## src/rtl/adc_bringup_pkg.sv

```systemverilog
// Shared types and command encoding for the converter bring-up sequencer.
// Assumes a command byte of {0, read, addr[2:0], 000}.
package adc_bringup_pkg;

    typedef enum logic [2:0] {
        S_IDLE,
        S_ISSUE,
        S_XFER,
        S_SETTLE,
        S_CAL_WAIT
    } seq_state_t;

    localparam logic [2:0] ADDR_MODE = 3'd1;
    localparam logic [2:0] ADDR_CONF = 3'd2;
    localparam logic [2:0] ADDR_ID   = 3'd4;
    localparam logic [2:0] ADDR_IO   = 3'd5;

    localparam logic [2:0] OP_IDLE     = 3'd2;
    localparam logic [2:0] OP_CAL_ZERO = 3'd4;
    localparam logic [2:0] OP_CAL_FULL = 3'd5;
    localparam logic [3:0] RATE_CODE   = 4'd1;

    // Number of frames ahead of the calibration schedule.
    localparam int unsigned PRE_FRAMES = 5;

    function automatic logic [7:0] cmd_byte(input logic [2:0] addr, input logic rd);
        return {1'b0, rd, addr, 3'b000};
    endfunction

endpackage

```

## src/rtl/adc_bringup_frame_rom.sv

```systemverilog
// Computes the byte to send for (frame, byte index) of the bring-up script,
// plus frame-kind flags. Purely combinational.
// Assumes frames are: reset, ID read, mode load, conf load, IO load, then
// pairs of (conf load, calibration mode load) per calibration step.
module adc_bringup_frame_rom
    import adc_bringup_pkg::*;
#(
    parameter int unsigned FRAME_W   = 5,
    parameter logic [15:0] CONF_BASE = 16'h0010,
    parameter logic [7:0]  IO_BYTE   = 8'h00
) (
    input  logic [FRAME_W-1:0] frame_i,
    input  logic [1:0]         idx_i,
    output logic [7:0]         byte_o,
    output logic               last_o,
    output logic               is_reset_o,
    output logic               is_id_o,
    output logic               is_cal_o
);

    logic [FRAME_W-1:0] rel;
    logic [3:0]         chan;
    logic [15:0]        conf_word;
    logic [15:0]        mode_word;

    // Byte and flag selection for the current frame position.
    always_comb begin
        rel        = frame_i - FRAME_W'(PRE_FRAMES);
        chan       = 4'((rel >> 2) & FRAME_W'(15));
        conf_word  = {CONF_BASE[15:4], chan};
        mode_word  = {rel[1] ? OP_CAL_FULL : OP_CAL_ZERO, 9'd0, RATE_CODE};
        byte_o     = 8'h00;
        last_o     = 1'b0;
        is_reset_o = 1'b0;
        is_id_o    = 1'b0;
        is_cal_o   = 1'b0;
        if (frame_i == FRAME_W'(0)) begin
            is_reset_o = 1'b1;
            byte_o     = 8'hFF;
            last_o     = (idx_i == 2'd3);
        end else if (frame_i == FRAME_W'(1)) begin
            is_id_o = 1'b1;
            byte_o  = (idx_i == 2'd0) ? cmd_byte(ADDR_ID, 1'b1) : 8'h00;
            last_o  = (idx_i == 2'd1);
        end else if (frame_i == FRAME_W'(4)) begin
            byte_o = (idx_i == 2'd0) ? cmd_byte(ADDR_IO, 1'b0) : IO_BYTE;
            last_o = (idx_i == 2'd1);
        end else begin
            if (frame_i == FRAME_W'(2)) begin
                mode_word = {OP_IDLE, 9'd0, RATE_CODE};
            end
            if (frame_i == FRAME_W'(3)) begin
                conf_word = {CONF_BASE[15:4], 4'd0};
            end
            if (frame_i == FRAME_W'(2) || (frame_i >= FRAME_W'(PRE_FRAMES) && rel[0])) begin
                is_cal_o = (frame_i != FRAME_W'(2));
                case (idx_i)
                    2'd0:    byte_o = cmd_byte(ADDR_MODE, 1'b0);
                    2'd1:    byte_o = mode_word[15:8];
                    default: byte_o = mode_word[7:0];
                endcase
            end else begin
                case (idx_i)
                    2'd0:    byte_o = cmd_byte(ADDR_CONF, 1'b0);
                    2'd1:    byte_o = conf_word[15:8];
                    default: byte_o = conf_word[7:0];
                endcase
            end
            last_o = (idx_i == 2'd2);
        end
    end

endmodule

```

## src/rtl/adc_bringup_timer.sv

```systemverilog
// Loadable down-counter used for both the settle delay and the ready timeout.
// Assumes load has priority; the counter parks at zero.
module adc_bringup_timer #(
    parameter int unsigned W = 16
) (
    input  logic         clk,
    input  logic         rst_n,
    input  logic         load_i,
    input  logic [W-1:0] load_val_i,
    output logic         zero_o
);

    logic [W-1:0] cnt_q;

    // Load or count down towards zero.
    always_ff @(posedge clk) begin
        if (!rst_n) begin
            cnt_q <= '0;
        end else if (load_i) begin
            cnt_q <= load_val_i;
        end else if (cnt_q != '0) begin
            cnt_q <= cnt_q - 1'b1;
        end
    end

    assign zero_o = (cnt_q == '0);

endmodule

```

## src/rtl/adc_bringup_seq.sv

```systemverilog
// Bring-up sequencer for a serially attached sigma-delta converter: reset run,
// settle delay, ID check, register loads and a ready-gated calibration
// schedule. Assumes an external byte engine with one-cycle start/done pulses
// and an active-low ready line from the converter.
module adc_bringup_seq
    import adc_bringup_pkg::*;
#(
    parameter logic [3:0]  DEV_ID         = 4'hB,
    parameter int unsigned WAIT_CYCLES    = 25000,
    parameter int unsigned TIMEOUT_CYCLES = 1000000,
    parameter logic [15:0] CONF_BASE      = 16'h0010,
    parameter logic [1:0]  EXC_CODE       = 2'd1,
    parameter logic [1:0]  DIR_CODE       = 2'd0,
    parameter int unsigned CAL_CHANNELS   = 3
) (
    input  logic       clk,
    input  logic       rst_n,
    input  logic       start_i,
    input  logic       rdy_n_i,
    output logic       xfer_start_o,
    output logic [7:0] xfer_tx_o,
    input  logic       xfer_done_i,
    input  logic [7:0] xfer_rx_i,
    output logic       busy_o,
    output logic       done_o,
    output logic       error_o
);

    localparam int unsigned NUM_FRAMES = PRE_FRAMES + 4 * CAL_CHANNELS;
    localparam int unsigned FRAME_W    = $clog2(NUM_FRAMES);
    localparam int unsigned TMR_MAX    = (WAIT_CYCLES > TIMEOUT_CYCLES) ? WAIT_CYCLES : TIMEOUT_CYCLES;
    localparam int unsigned TMR_W      = $clog2(TMR_MAX + 1);
    localparam logic [FRAME_W-1:0] LAST_FRAME = FRAME_W'(NUM_FRAMES - 1);
    localparam logic [7:0] IO_BYTE = {4'd0, DIR_CODE, EXC_CODE};

    seq_state_t         state_q;
    logic [FRAME_W-1:0] frame_q;
    logic [1:0]         idx_q;
    logic               done_q;
    logic               error_q;

    logic               frm_last;
    logic               frm_reset;
    logic               frm_id;
    logic               frm_cal;
    logic               tmr_load;
    logic [TMR_W-1:0]   tmr_val;
    logic               tmr_zero;
    logic               frame_end;
    logic               id_bad;

    adc_bringup_frame_rom #(
        .FRAME_W   (FRAME_W),
        .CONF_BASE (CONF_BASE),
        .IO_BYTE   (IO_BYTE)
    ) u_rom (
        .frame_i    (frame_q),
        .idx_i      (idx_q),
        .byte_o     (xfer_tx_o),
        .last_o     (frm_last),
        .is_reset_o (frm_reset),
        .is_id_o    (frm_id),
        .is_cal_o   (frm_cal)
    );

    adc_bringup_timer #(
        .W (TMR_W)
    ) u_timer (
        .clk        (clk),
        .rst_n      (rst_n),
        .load_i     (tmr_load),
        .load_val_i (tmr_val),
        .zero_o     (tmr_zero)
    );

    // End-of-frame, ID comparison and timer load decode.
    always_comb begin
        frame_end = (state_q == S_XFER) && xfer_done_i && frm_last;
        id_bad    = ((xfer_rx_i & 8'h0F) != {4'd0, DEV_ID});
        tmr_load  = frame_end && (frm_reset || frm_cal);
        tmr_val   = frm_reset ? TMR_W'(WAIT_CYCLES - 1) : TMR_W'(TIMEOUT_CYCLES - 1);
    end

    // Main sequencing state machine.
    always_ff @(posedge clk) begin
        if (!rst_n) begin
            state_q <= S_IDLE;
            frame_q <= '0;
            idx_q   <= '0;
            done_q  <= 1'b0;
            error_q <= 1'b0;
        end else begin
            case (state_q)
                S_IDLE: begin
                    if (start_i) begin
                        frame_q <= '0;
                        idx_q   <= '0;
                        done_q  <= 1'b0;
                        error_q <= 1'b0;
                        state_q <= S_ISSUE;
                    end
                end
                S_ISSUE: begin
                    state_q <= S_XFER;
                end
                S_XFER: begin
                    if (xfer_done_i) begin
                        if (!frm_last) begin
                            idx_q   <= idx_q + 1'b1;
                            state_q <= S_ISSUE;
                        end else begin
                            idx_q <= '0;
                            if (frm_id && id_bad) begin
                                error_q <= 1'b1;
                                state_q <= S_IDLE;
                            end else if (frm_reset) begin
                                state_q <= S_SETTLE;
                            end else if (frm_cal) begin
                                state_q <= S_CAL_WAIT;
                            end else begin
                                frame_q <= frame_q + 1'b1;
                                state_q <= S_ISSUE;
                            end
                        end
                    end
                end
                S_SETTLE: begin
                    if (tmr_zero) begin
                        frame_q <= frame_q + 1'b1;
                        state_q <= S_ISSUE;
                    end
                end
                S_CAL_WAIT: begin
                    if (!rdy_n_i) begin
                        if (frame_q == LAST_FRAME) begin
                            done_q  <= 1'b1;
                            state_q <= S_IDLE;
                        end else begin
                            frame_q <= frame_q + 1'b1;
                            state_q <= S_ISSUE;
                        end
                    end else if (tmr_zero) begin
                        error_q <= 1'b1;
                        state_q <= S_IDLE;
                    end
                end
                default: state_q <= S_IDLE;
            endcase
        end
    end

    assign xfer_start_o = (state_q == S_ISSUE);
    assign busy_o       = (state_q != S_IDLE);
    assign done_o       = done_q;
    assign error_o      = error_q;

endmodule

```

## config.mk

```make
export PLATFORM = sky130hd
export DESIGN_NAME = adc_bringup_seq
export DESIGN_NICKNAME = d
export VERILOG_FILES = /design/src/rtl/adc_bringup_pkg.sv /design/src/rtl/adc_bringup_frame_rom.sv /design/src/rtl/adc_bringup_timer.sv /design/src/rtl/adc_bringup_seq.sv
export SDC_FILE = /design/constraint.sdc
export NUM_CORES = 1
export LEC_CHECK = 0
export BUFFER_PORTS_ARGS = -buffer_cell sky130_fd_sc_hd__buf_2
export CAP_MARGIN = 20
export CORE_UTILIZATION = 50
export CTS_BUF_LIST = sky130_fd_sc_hd__clkbuf_8
export DETAILED_ROUTE_END_ITERATION = 10
export PLACE_DENSITY = 0.7
export RECOVER_POWER = 50
export REMOVE_ABC_BUFFERS = 1
export SLEW_MARGIN = 20
export SYNTH_ARGS = -nofsm -noshare
export SYNTH_HDL_FRONTEND = slang
export SYNTH_SLANG_ARGS = --single-unit
```

## constraint.sdc

```tcl
create_clock -name clk -period 3.1 [get_ports clk]
set_input_delay 0.465 -clock clk [delete_from_list [all_inputs] [get_ports clk]]
set_output_delay 0.465 -clock clk [all_outputs]
set_load 0.01 [all_outputs]
```

* Word-level counts from Yosys, hierarchy flattened
Index checks and enable logic that the tools add are counted.
** Word-level totals
- Bits in registers :: 32
- Logic and storage cells :: 121
** Operators by class
- $add $sub $neg :: 4
- Order comparisons :: 1
- Equal/unequal tests :: 28
- Multiplexer cells :: 59
- Reductions and logical operators :: 23
** Operators with widths (number)
- $mux W20 :: 3
- $mux W5 :: 9
- $mux W8 :: 4
- $mux W3 :: 10
- $ne A2 B2 Y1 const B :: 12
- $logic_not A20 Y1 :: 1
- $mux W1 :: 20
- $pmux W5 S4 :: 1
- $reduce_bool A20 Y1 :: 1
- $sub A20 B1 Y20 const B :: 1
- $mux W16 :: 1
- $pmux W8 S2 :: 1
- $pmux W3 S5 :: 1
- $eq A5 B2 Y1 const B :: 2
- $pmux W5 S2 :: 1
- $reduce_and A10 Y1 :: 1
- $reduce_and A4 Y1 :: 2
- $mux W7 :: 1
- $reduce_and A7 Y1 :: 1
- $eq A3 B2 Y1 const B :: 2
- $mux W2 :: 3
- $mux W6 :: 1
- $reduce_bool A2 Y1 :: 3
- $reduce_bool A3 Y1 :: 2
- other kinds (25) :: 31

* Longest topological paths before layout
- Depth in word-level cells :: 13
- Depth in mapped cells :: 10

* Cells and area by module
Synthesis repeated with hierarchy kept, for this count alone.
** Second synthesis, totals
- Cells, all modules :: 297
- Area, all modules :: 2474.9 µm²
** Modules (own cells, without submodules)
- adc_bringup_timer :: times used 1, cells each 122, area each 1087.3 µm², seq. area each 400.4 µm²
- adc_bringup_seq :: times used 1, cells each 112, area each 914.6 µm², seq. area each 240.2 µm²
- adc_bringup_frame_rom :: times used 1, cells each 63, area each 473.0 µm², seq. area each 0.0 µm²

* Least setup slack after synthesis
No wires, ideal clock.
- Path type :: reg-to-output
- Start :: reg frame_q[1]
- End :: out xfer_tx_o[2]
- Data arrival time :: 2.209 ns
- Required time :: 2.635 ns
- Path slack :: 0.426 ns
- Cell stages (with the launch flop) :: 8
- Path buffers :: 0
- Path through :: dfxtp_1 > inv_1 > ha_1 > o21ai_0 > a21oi_1 > a31o_2 > or4b_2 > o21ai_0
** On the way
- Cells in the longest elaborated chain, start to end :: 7
- Elaborated cells between the ends (all ways) :: 15
** Ends and longest elaborated chain
- from (decl) :: RTL line adc_bringup_seq.sv:37 : logic [FRAME_W-1:0] frame_q;
- from (signal assigned) :: RTL line adc_bringup_seq.sv:121 : frame_q <= frame_q + 1'b1;
- from (signal assigned) :: RTL line adc_bringup_seq.sv:129 : frame_q <= frame_q + 1'b1;
- from (signal assigned) :: RTL line adc_bringup_seq.sv:139 : frame_q <= frame_q + 1'b1;
- $sub A5 B3 Y5, or another cell as far along :: RTL line adc_bringup_frame_rom.sv:28 : rel = frame_i - FRAME_W'(PRE_FRAMES);
- $mux W3 or $logic_and A1 B1 Y1 (tied branches) :: RTL line adc_bringup_frame_rom.sv:52, adc_bringup_frame_rom.sv:55
- $pmux W5 S2 or $logic_or A1 B1 Y1 (tied branches) :: RTL line adc_bringup_frame_rom.sv:63, adc_bringup_frame_rom.sv:55
- $mux W8 :: RTL line adc_bringup_frame_rom.sv:55 : if (frame_i == FRAME_W'(2) || (frame_i >= FRAME_W'(PRE_FRAMES) && rel[0])) begin
- $mux W8 :: RTL line adc_bringup_frame_rom.sv:45 : end else if (frame_i == FRAME_W'(4)) begin
- $mux W8 :: RTL line adc_bringup_frame_rom.sv:41 : end else if (frame_i == FRAME_W'(1)) begin
- $mux W8 * :: RTL line adc_bringup_frame_rom.sv:37 : if (frame_i == FRAME_W'(0)) begin
- to (decl) :: RTL line adc_bringup_seq.sv:21 : output logic [7:0] xfer_tx_o,
Every way passes the cells marked *; elsewhere a longest branch is shown, timed or not.

* Worst setup path in the final report
- Start :: reg frame_q[1]
- End :: out xfer_tx_o[1]
The elaborated chain is that of the path after synthesis.

==> metrics.txt <==
I/O Buffers 20; arrival time worst endpoint 2.45 ns; worst hold slack ~0.5 ns; leading cell type in the layout, fill and taps excluded nand2_1; #FFs+latches synth 32; Total GRT Usage 0.219; Final Cycle Share 0.939; Synth Flop Type dfxtp_1; remaining antenna violation count 0; worst-case hold path end point done_o; post-CTS setup buffer count 0; leak pwr 1.00 nW; worst-case clock buffer depth 2; RSZ-0062 raised after global routing no; Power Total between 1.5 and 2 mW; CTS buffer count 5; initial antenna violation count 0; min-delay src done_o; compound-cell area share of the yosys netlist 0.235; Clock Skew around 0.0073 ns; register area roughly 650 µm²; fraction of the mapped netlist area in adder cells 0.0611; routed vias/inst roughly 5.7; multi-input logic area between 1500 and 2000 µm²; placer congestion estimate a little over 0.8; Die Area about 4800 µm²; total wire length approximately 5000 µm; commonest cells after routing, fill and taps aside 40 x nand2_1, 30 x dfxtp_1, 22 x a21oi_1, 22 x nor2_1, 14 x buf_2; Mapped Avg Cell Area around 7.6 µm²; later-pin clock latency in the skew report around 0.30 ns; largest net degree at the start of global routing 28; starting density of the core 0.518; number of enable flip-flop cells after synthesis 0; element type at the critical path end output pin; critical path class reg -> out; CTS tree done; Slew Limit Headroom 0.584; maximum fanout along the worst path 8; mapped cell area roughly 2300 µm²; vias in the first global route between 1.5k and 2k; Yosys top cell by area dfxtp_1; fraction of layout cells with a size suffix above 1 0.134; drt wl/cell 13.6 µm; Layout area overhead 10.6%; synth unique cells 55; Synth area leaders dfxtp_1 28%, nand2_1 6.7%, ha_1 6.1%, a21oi_1 4.9%, xnor2_1 4.7%; highest ir drop seen on vdd 0.233 mV; post-place instance area around 2400 µm²; worst min-delay path class reg -> reg; largest family of logic cells by synthesized area simple AND/OR/NAND/NOR gates; Core Area 4350 µm²; Synth Warn # 0; FF-to-FF End u_timer.cnt_q[3]; grt ovf 0; R2R setup slack ~0.21 ns; Reg clk slew, reported paths about 0.080 ns; post-route cell area approximately 2500 µm²; Post-Syn Instances 295; H-tree depth 2; share of the yosys chip area belonging to registers 0.284; Starting DRT DRC Count 94; crit path time final 2.91 ns; Sink Count 32; r2r startpoint u_timer.cnt_q[0]; root buffer cell clkbuf_8; Max Cap Viol 0; dpl hpwl about 3600 µm; TritonRoute pass-1 iters 4; Least-Margin Pin Slew about 0.62 ns; drt drc 0; CP required 2.63 ns; DR vias approximately 2.1k; status finished clean; first-pass GRT wire length ~8500 µm; asr flop ratio synth 0; FMAX roughly 340 MHz; Slew Limit Fails 0; power density cells about 670 nW/µm²; Total Nets Final roughly 340; XOR/XNOR Fraction of Synth Area 0.0700; Die H between 60 and 70 µm; Synth Area in Simple Gates 0.290; # fillers about 420; worst reg2reg path depth 7; Die Span X 69.1 µm; worst hold path depth 2; Fin. Hold Viols 0; TNS Setup 0 ns; post-synthesis mux area share 0.0133; antenna cells 0; io pins 25; Setup Viol. Count Final 0; startpoint types register; Cell Rows 24; post-synth top area share 0.284
## through the flow
stage / setup WS (ns) / instances / util
CTS: 0.0235 / 365 / 0.573
detailed placement: 0.308 / 357 / 0.552
global placement: 0.349 / 357 / 0.552
global route: 0.0188 / 365 / 0.572
finish: 0.188 / 365 / 0.572
floorplan: 0.426 / 279 / -
## synth_stat cells, types with 2 or more instances
cell and instances:
xor2_1 6, inv_1 11, or3_1 8, nor2b_1 4
xnor2_1 12, mux2i_1 3, a21oi_1 22, dfxtp_1 32
a21boi_0 10, a41o_1 2, clkbuf_1 15, nand3b_1 4
a211oi_1 2, nor3_1 6, a31o_2 2, ha_1 11
nand3_1 6, nand2b_1 6, nor2_1 21, o31ai_1 6
a21o_1 2, nor3b_1 3, nand2_1 40, or2_2 2
o211ai_1 2, a31oi_1 4, nand4_1 2, a22oi_1 3
nor4_1 6, o21ai_0 14, or4_1 4
## repair_timing
item	CTS	global route
gates resized for setup	1	4
hold endpoints to repair	0	0
hold buffers	0	0
endpoints found under the setup margin	1	2
pin swaps	0	0
## layer usage
metal	vias up	GRT usage	routed length, µm
met3	8	0.0497	148
met5	-	0	0
met2	29	0.365	2350
met1	939	0.272	2370
li1	1092	-	-
met4	0	0.0839	89
## how the worst max path moves through the flow
stage / startpoint / end / cells after the start
6_report: frame_q[1] / xfer_tx_o[1] / 9
5_1_grt: frame_q[1] / xfer_tx_o[1] / 9
3_3_place_gp: frame_q[1] / xfer_tx_o[1] / 9
2_1_floorplan: frame_q[1] / xfer_tx_o[2] / 7
4_1_cts: frame_q[0] / xfer_tx_o[1] / 8
3_5_place_dp: frame_q[1] / xfer_tx_o[1] / 9
## critical path, cell delays in order (launching register included)
cell      delay (ns)
dfxtp_4         0.39
inv_1           0.08
ha_1            0.20
o21ai_1         0.16
a21oi_1         0.09
a31o_2          0.27
or4b_2          0.62
o21bai_1        0.17
nand2_1         0.06
buf_2           0.12
## flip-flops by register name (all words and copies together) (netlist names)
register,cells
u_timer.cnt_q,20
idx_q,2
state_q,3
done_o,1
frame_q,5
error_o,1
## cell type report
| class | instances | area share |
|---|---|---|
| clock buffers | 5 | 0.0276 |
| well taps | 52 | 0.0261 |
| multi-input cells | 236 | 0.606 |
| clock inverters | 3 | 0.00954 |
| inverters | 11 | 0.0166 |
| repair buffers | 26 | 0.0552 |
| flip-flops and latches | 32 | 0.259 |
## power by group
group / total [mW] / switching (mW) / internal, mW
Combinational: 0.752 / 0.413 / 0.339
Sequential: 0.580 / 0.0851 / 0.495
Clock: 0.335 / 0.176 / 0.159
Total: 1.67 / 0.675 / 0.992
## logic make-up after synthesis
logic type | count (synthesis)
AO/OA/AOI/OAI | 80
XOR/XNOR | 18
adder cells (fa/ha/maj) | 11
buffers and inverters | 27
flip-flops | 32
multiplexers | 3
AND/OR/NAND/NOR | 124
Power figures use the tool's default switching activity.
